--- src/rtl/adc_sar_pkg.sv ---
`timescale 1ns/1ps
package adc_sar_pkg;

  // analog source driven to the multiplexer
  typedef enum logic [1:0] {
    SRC_PIN0  = 2'd0,
    SRC_PIN1  = 2'd1,
    SRC_BATT  = 2'd2,
    SRC_SPARE = 2'd3
  } adc_src_e;

  // command value that requests a conversion
  localparam logic [1:0] GO_CODE = 2'b11;

  // the spare select value is folded onto the battery tap
  function automatic adc_src_e map_src(input logic [1:0] sel);
    if (sel == 2'd3) return SRC_BATT;
    return adc_src_e'(sel);
  endfunction

endpackage

--- src/rtl/adc_pin_mode.sv ---
`timescale 1ns/1ps
module adc_pin_mode #(
  parameter int NPINS = 2
) (
  input  logic             clk,
  input  logic             rst_n,
  input  logic             mode_we,
  input  logic [NPINS-1:0] mode_d,
  input  logic [NPINS-1:0] pin_in,
  output logic [NPINS-1:0] pin_mode,
  output logic [NPINS-1:0] pin_rd
);

  logic [NPINS-1:0] mode_q;

  // per-bit mode register: 0 digital, 1 analog
  always_ff @(posedge clk or negedge rst_n) begin
    if (!rst_n)       mode_q <= '0;
    else if (mode_we) mode_q <= mode_d;
  end

  assign pin_mode = mode_q;

  // an analog pin reads back as 0
  for (genvar i = 0; i < NPINS; i++) begin : g_rd
    assign pin_rd[i] = mode_q[i] ? 1'b0 : pin_in[i];
  end

endmodule

--- src/rtl/adc_sar_seq.sv ---
`timescale 1ns/1ps
module adc_sar_seq #(
  parameter int BITS      = 5,
  parameter int CONV_CLKS = 96
) (
  input  logic            clk,
  input  logic            rst_n,
  input  logic            go,
  input  logic            cmp_hi,
  output logic [BITS-1:0] dac_code,
  output logic            busy,
  output logic            done,
  output logic [BITS-1:0] result,
  output logic            bit_sample,
  output logic            finish
);

  localparam int STEP = CONV_CLKS / BITS;
  localparam int CW   = $clog2(CONV_CLKS + 1);
  localparam int SUBW = (STEP > 1) ? $clog2(STEP) : 1;
  localparam int SW   = $clog2(BITS + 1);

  logic [CW-1:0]   cnt_q;
  logic [SUBW-1:0] sub_q;
  logic [SW-1:0]   slot_q;
  logic [BITS-1:0] sar_q, sar_d, result_q;
  logic            busy_q, done_q;

  // one-hot trial bit for slot s, MSB first; none once all slots are used
  function automatic logic [BITS-1:0] trial_mask(input logic [SW-1:0] s);
    logic [BITS-1:0] m;
    m = '0;
    for (int b = 0; b < BITS; b++)
      if (int'(s) == BITS - 1 - b) m[b] = 1'b1;
    return m;
  endfunction

  assign dac_code   = busy_q ? (sar_q | trial_mask(slot_q)) : '0;
  assign bit_sample = busy_q && (int'(slot_q) < BITS) && (int'(sub_q) == STEP - 1);
  assign finish     = busy_q && (int'(cnt_q) == CONV_CLKS - 1);
  assign sar_d      = (bit_sample && cmp_hi) ? dac_code : sar_q;

  always_ff @(posedge clk or negedge rst_n) begin
    if (!rst_n) begin
      cnt_q    <= '0;
      sub_q    <= '0;
      slot_q   <= '0;
      sar_q    <= '0;
      result_q <= '0;
      busy_q   <= 1'b0;
      done_q   <= 1'b0;
    end else if (go) begin
      cnt_q  <= '0;
      sub_q  <= '0;
      slot_q <= '0;
      sar_q  <= '0;
      busy_q <= 1'b1;
      done_q <= 1'b0;
    end else if (busy_q) begin
      cnt_q <= cnt_q + 1'b1;
      sar_q <= sar_d;
      if (int'(sub_q) == STEP - 1) begin
        sub_q <= '0;
        if (int'(slot_q) < BITS) slot_q <= slot_q + 1'b1;
      end else begin
        sub_q <= sub_q + 1'b1;
      end
      if (finish) begin
        busy_q   <= 1'b0;
        done_q   <= 1'b1;
        result_q <= sar_d;
      end
    end
  end

  assign busy   = busy_q;
  assign done   = done_q;
  assign result = result_q;

endmodule

--- src/rtl/adc_sar_ctrl.sv ---
`timescale 1ns/1ps
module adc_sar_ctrl #(
  parameter int BITS      = 5,
  parameter int CONV_CLKS = 96,
  parameter int NPINS     = 2
) (
  input  logic             clk,
  input  logic             rst_n,
  input  logic             cmd_valid,
  input  logic [1:0]       cmd_bits,
  input  logic [1:0]       ch_sel,
  input  logic             mode_we,
  input  logic [NPINS-1:0] mode_d,
  input  logic [NPINS-1:0] pin_in,
  output logic [NPINS-1:0] pin_rd,
  input  logic             cmp_hi,
  output logic [BITS-1:0]  dac_code,
  output logic [1:0]       mux_sel,
  output logic             busy,
  output logic             done,
  output logic [BITS-1:0]  result
);
  import adc_sar_pkg::*;

  logic             start_acc;
  logic             bit_sample;
  logic             finish;
  logic [NPINS-1:0] pin_mode;
  adc_src_e         src_q;

  // accepted start: strobe, go code and idle
  assign start_acc = cmd_valid && (cmd_bits == GO_CODE) && !busy;

  always_ff @(posedge clk or negedge rst_n) begin
    if (!rst_n)         src_q <= SRC_PIN0;
    else if (start_acc) src_q <= map_src(ch_sel);
  end
  assign mux_sel = src_q;

  adc_pin_mode #(.NPINS(NPINS)) u_pins (
    .clk      (clk),
    .rst_n    (rst_n),
    .mode_we  (mode_we),
    .mode_d   (mode_d),
    .pin_in   (pin_in),
    .pin_mode (pin_mode),
    .pin_rd   (pin_rd)
  );

  adc_sar_seq #(.BITS(BITS), .CONV_CLKS(CONV_CLKS)) u_seq (
    .clk        (clk),
    .rst_n      (rst_n),
    .go         (start_acc),
    .cmp_hi     (cmp_hi),
    .dac_code   (dac_code),
    .busy       (busy),
    .done       (done),
    .result     (result),
    .bit_sample (bit_sample),
    .finish     (finish)
  );

endmodule

--- config.mk ---
export PLATFORM = sky130hd
export DESIGN_NAME = adc_sar_ctrl
export DESIGN_NICKNAME = d
export VERILOG_FILES = /design/src/rtl/adc_sar_pkg.sv /design/src/rtl/adc_pin_mode.sv /design/src/rtl/adc_sar_seq.sv /design/src/rtl/adc_sar_ctrl.sv
export SDC_FILE = /design/constraint.sdc
export NUM_CORES = 1
export LEC_CHECK = 0
export BUFFER_PORTS_ARGS = -buffer_cell sky130_fd_sc_hd__buf_2
export CORE_ASPECT_RATIO = 1.4
export CORE_MARGIN = 1
export CORE_UTILIZATION = 50
export CTS_BUF_LIST = sky130_fd_sc_hd__clkbuf_8
export CTS_CLUSTER_SIZE = 20
export DETAILED_ROUTE_END_ITERATION = 8
export GPL_TIMING_DRIVEN = 0
export HOLD_SLACK_MARGIN = 0.1
export PLACE_DENSITY = 0.79
export SLEW_MARGIN = 30
export SYNTH_ARGS = -nofsm -noshare
export SYNTH_HDL_FRONTEND = slang
export SYNTH_SLANG_ARGS = --single-unit
--- constraint.sdc ---
create_clock -name clk -period 2.2 [get_ports clk]
set_input_delay 0.22 -clock clk [delete_from_list [all_inputs] [get_ports clk]]
set_output_delay 0.22 -clock clk [all_outputs]
set_load 0.05 [all_outputs]
==> results.sh <==
export IMPL_reg2reg_from="u_seq.busy"
export IMPL_ys_seq_area_frac=0.5053
export IMPL_drt_pass1_iterations=4
export IMPL_p_sw_mw=1.194
export IMPL_crit_chain="buf_2 > clkbuf_1 > nor2b_1 > buf_2"
export IMPL_cp_buffers_inverters=3
export IMPL_drt_total_wl_um=3138
export IMPL_worst_slack_ns=0.3191
export IMPL_synthSimpleGateAreaFrac=0.1752
export IMPL_yosys_warnings=0
export IMPL_synth_compound_area_frac=0.1589
export IMPL_drive_gt1_frac=0.2486
export IMPL_place_area_sq_um=1722
export IMPL_cellLeakagePower_nw=0.9342
export IMPL_syn_area_sq_um=1535
export IMPL_grt_pass1_wl_um=5430
export IMPL_start_kind="flip-flop"
export IMPL_final_util=0.6426
export IMPL_io_pins=29
export IMPL_tns_ns=0
export IMPL_coreArea_sq_um=2878
export IMPL_synth_cells=144
export IMPL_layout_min_cycle_time_ns=1.881
export IMPL_post_route_period_util=0.8550
export IMPL_p_sw_frac=0.4345
export IMPL_fillCellCount=251
export IMPL_cp_required_ns=1.98
export IMPL_hold_buffers=1
export IMPL_synth_xor_area_share=0.005705
export IMPL_area_growth_pct=20.46
export IMPL_cts_max_level=2
export IMPL_holdCritPathClass="in -> reg"
export IMPL_rrSetupSlack_ns=0.46
export IMPL_start_util=0.5335
export IMPL_crit_family="buffers and inverters"
export IMPL_cts_setup_buffers=0
export IMPL_cts_sinks=31
export IMPL_antenna_found_initial=0
export IMPL_clock_latency_ns=0.29
export IMPL_clockBufferDepth=2
export IMPL_worst_pin_slew_ns=0.7586
export IMPL_diodes=0
export IMPL_r2r_cells=5
export IMPL_design_die_area_sq_um=3299
export IMPL_placementRows=23
export IMPL_final_common_cell="dfrtp_1"
export IMPL_slew_viol_final=0
export IMPL_routedWlPerCell_um=14.39
export IMPL_setup_viol_count_final=0
export IMPL_cp_startpoint="u_seq.busy"
export IMPL_portBuffers=28
export IMPL_p_comb_frac=0.436
export IMPL_async_reset_ff_frac=1.000
export IMPL_final_cell_mix="dfrtp_1 (31), buf_2 (30), nand2_1 (15)"
export IMPL_drt_initial_drc_count=35
export IMPL_status="finished, final reports clean"
export IMPL_synthFlopType="dfrtp_1"
export IMPL_cts_tree="yes"
export IMPL_holdWs_ns=0.1733
export IMPL_cp_end_kind="output pin"
export IMPL_synth_top_family_by_area="simple AND/OR/NAND/NOR gates"
export IMPL_nets=201
export IMPL_cp_max_fo=10
export IMPL_vias=1217
export IMPL_crit_top_cell="buf_2"
export IMPL_hold_viol=0
export IMPL_max_freq_mhz=531.7
export IMPL_via_per_inst=5.583
export IMPL_clkPwrFrac=0.210
export IMPL_gp_congestion=0.8404
export IMPL_min_delay_start="mode_d[1]"
export IMPL_gr_total_overflow=0
export IMPL_ant_nets=0
export IMPL_hpwl_um=2314
export IMPL_synthMuxAreaShare=0.04890
export IMPL_clock_skew_ns=0.008387
export IMPL_slowest_stage="dfrtp_1"
export IMPL_clk_pin_slew_ns=0.06
export IMPL_power_density_nw_per_um2=1486
export IMPL_synth_fa_ha_area_frac=0.06520
export IMPL_cp_slowest_stage_delay_ns=0.34
export IMPL_drc=0
export IMPL_grt_pass1_vias=1268
export IMPL_syn_mean_instance_area_sq_um=10.66
export IMPL_drv_cap=0
export IMPL_cts_buffers=5
export IMPL_cp_arrival_ns=1.66
export IMPL_root_buffer="clkbuf_8"
export IMPL_fin_area_sq_um=1849
export IMPL_synth_seq_cells=31
export IMPL_reg2reg_to="u_seq.cnt_q[6]"
export IMPL_place_ws_ns=0.4755
export IMPL_worstSetupPathDepth=4
export IMPL_syn_nets=165
export IMPL_die_x_um=48.83
export IMPL_grt_max_degree=32
export IMPL_synth_edf_count=0
export IMPL_power_internal_mw=1.554
export IMPL_maxSlewHeadroom=0.4919
export IMPL_rsz0062_at_grt="no"
export IMPL_p_seq_frac=0.353
export IMPL_critPathCapture="dac_code[4]"
export IMPL_cts_resized=0
export IMPL_synth_cell_type_count=35
export IMPL_vdd_drop_max_mv=1.050
export IMPL_die_y_um=67.57
export IMPL_path_class="reg -> out"
export IMPL_grt_usage=0.2222
==> metal layers <==
| metal | vias up | share of wire | routed length, um | GRT usage |
|---|---|---|---|---|
| met5 | - | 0 | 0 | 0 |
| met1 | 586 | 0.44 | 1384 | 0.2486 |
| met3 | 5 | 0.045 | 142 | 0.05405 |
| met2 | 36 | 0.49 | 1551 | 0.4010 |
| li1 | 590 | - | - | - |
| met4 | 0 | 0.019 | 59 | 0.09926 |
==> worst min-delay path by stage <==
stage	end	slack [ns]	cells past startpoint
6_report	u_pins.pin_mode[1]	0.17	2
2_1_floorplan	mux_sel[0]	-0.08	0
3_3_place_gp	u_seq.result[2]	0.29	1
5_1_grt	u_pins.pin_mode[0]	0.18	2
3_5_place_dp	u_seq.result[2]	0.30	1
4_1_cts	u_pins.pin_mode[1]	0.16	2
==> synthesized netlist by cell type, types with 3 or more instances <==
library cell,instances,area (sq um)
o22a_1,4,35.03
a21oi_1,6,30.03
o21ai_0,5,25.02
ha_1,8,100.1
mux2_2,4,45.04
nand3_1,3,15.01
dfrtp_1,31,775.7
o31ai_1,3,22.52
nand2_1,15,56.30
a21o_1,5,37.54
a31oi_1,4,25.02
nand2b_1,3,18.77
or3_1,4,25.02
clkbuf_1,3,11.26
mux2i_1,3,30.03
inv_1,9,33.78
nor2b_1,6,37.54
nand4_1,3,18.77
==> cell type report <==
type	count	area, sq um	area share
inverters	9	33.78	0.01827
repair buffers	29	150.1	0.08119
well taps	37	46.29	0.02503
plain buffers	6	28.78	0.01556
multi-input cells	98	696.9	0.3769
clock inverters	2	35.03	0.01894
clock buffers	6	82.58	0.04466
flip-flops and latches	31	775.7	0.4195
==> power by group through the flow <==
stage | clock (mW) | sequential [mW] | combinational [mW]
finish | 0.578 | 0.971 | 1.20
global route | 0.615 | 0.999 | 1.31
CTS | 0.596 | 0.969 | 1.21
detailed placement | 0 | 0.978 | 1.20
global placement | 0 | 0.954 | 1.16
floorplan | 0 | 1.15 | 0.730
==> metrics by stage <==
stage | cells | total power [mW]
6_report | 218 | 2.748
5_1_grt | 218 | 2.920
4_1_cts | 218 | 2.773
3_5_place_dp | 209 | 2.182
3_3_place_gp | 209 | 2.114
2_1_floorplan | 144 | 1.884
==> logic make-up after synthesis <==
| kind of cell | after synthesis |
|---|---|
| AND/OR/NAND/NOR | 47 |
| AO/OA/AOI/OAI | 35 |
| flip-flops | 31 |
| buffers and inverters | 15 |
| adder cells (fa/ha/maj) | 8 |
| multiplexers | 7 |
| XOR/XNOR | 1 |
==> flip-flops by register name, indices dropped and copies added (netlist names) <==
| register | count |
|---|---|
| u_seq.busy | 1 |
| u_seq.cnt_q | 7 |
| u_seq.result | 5 |
| mux_sel | 2 |
| u_seq.sub_q | 5 |
| u_seq.done | 1 |
| u_seq.sar_q | 5 |
| u_seq.slot_q | 3 |
| u_pins.pin_mode | 2 |
Note: power is estimated with default switching activity, not from simulation.
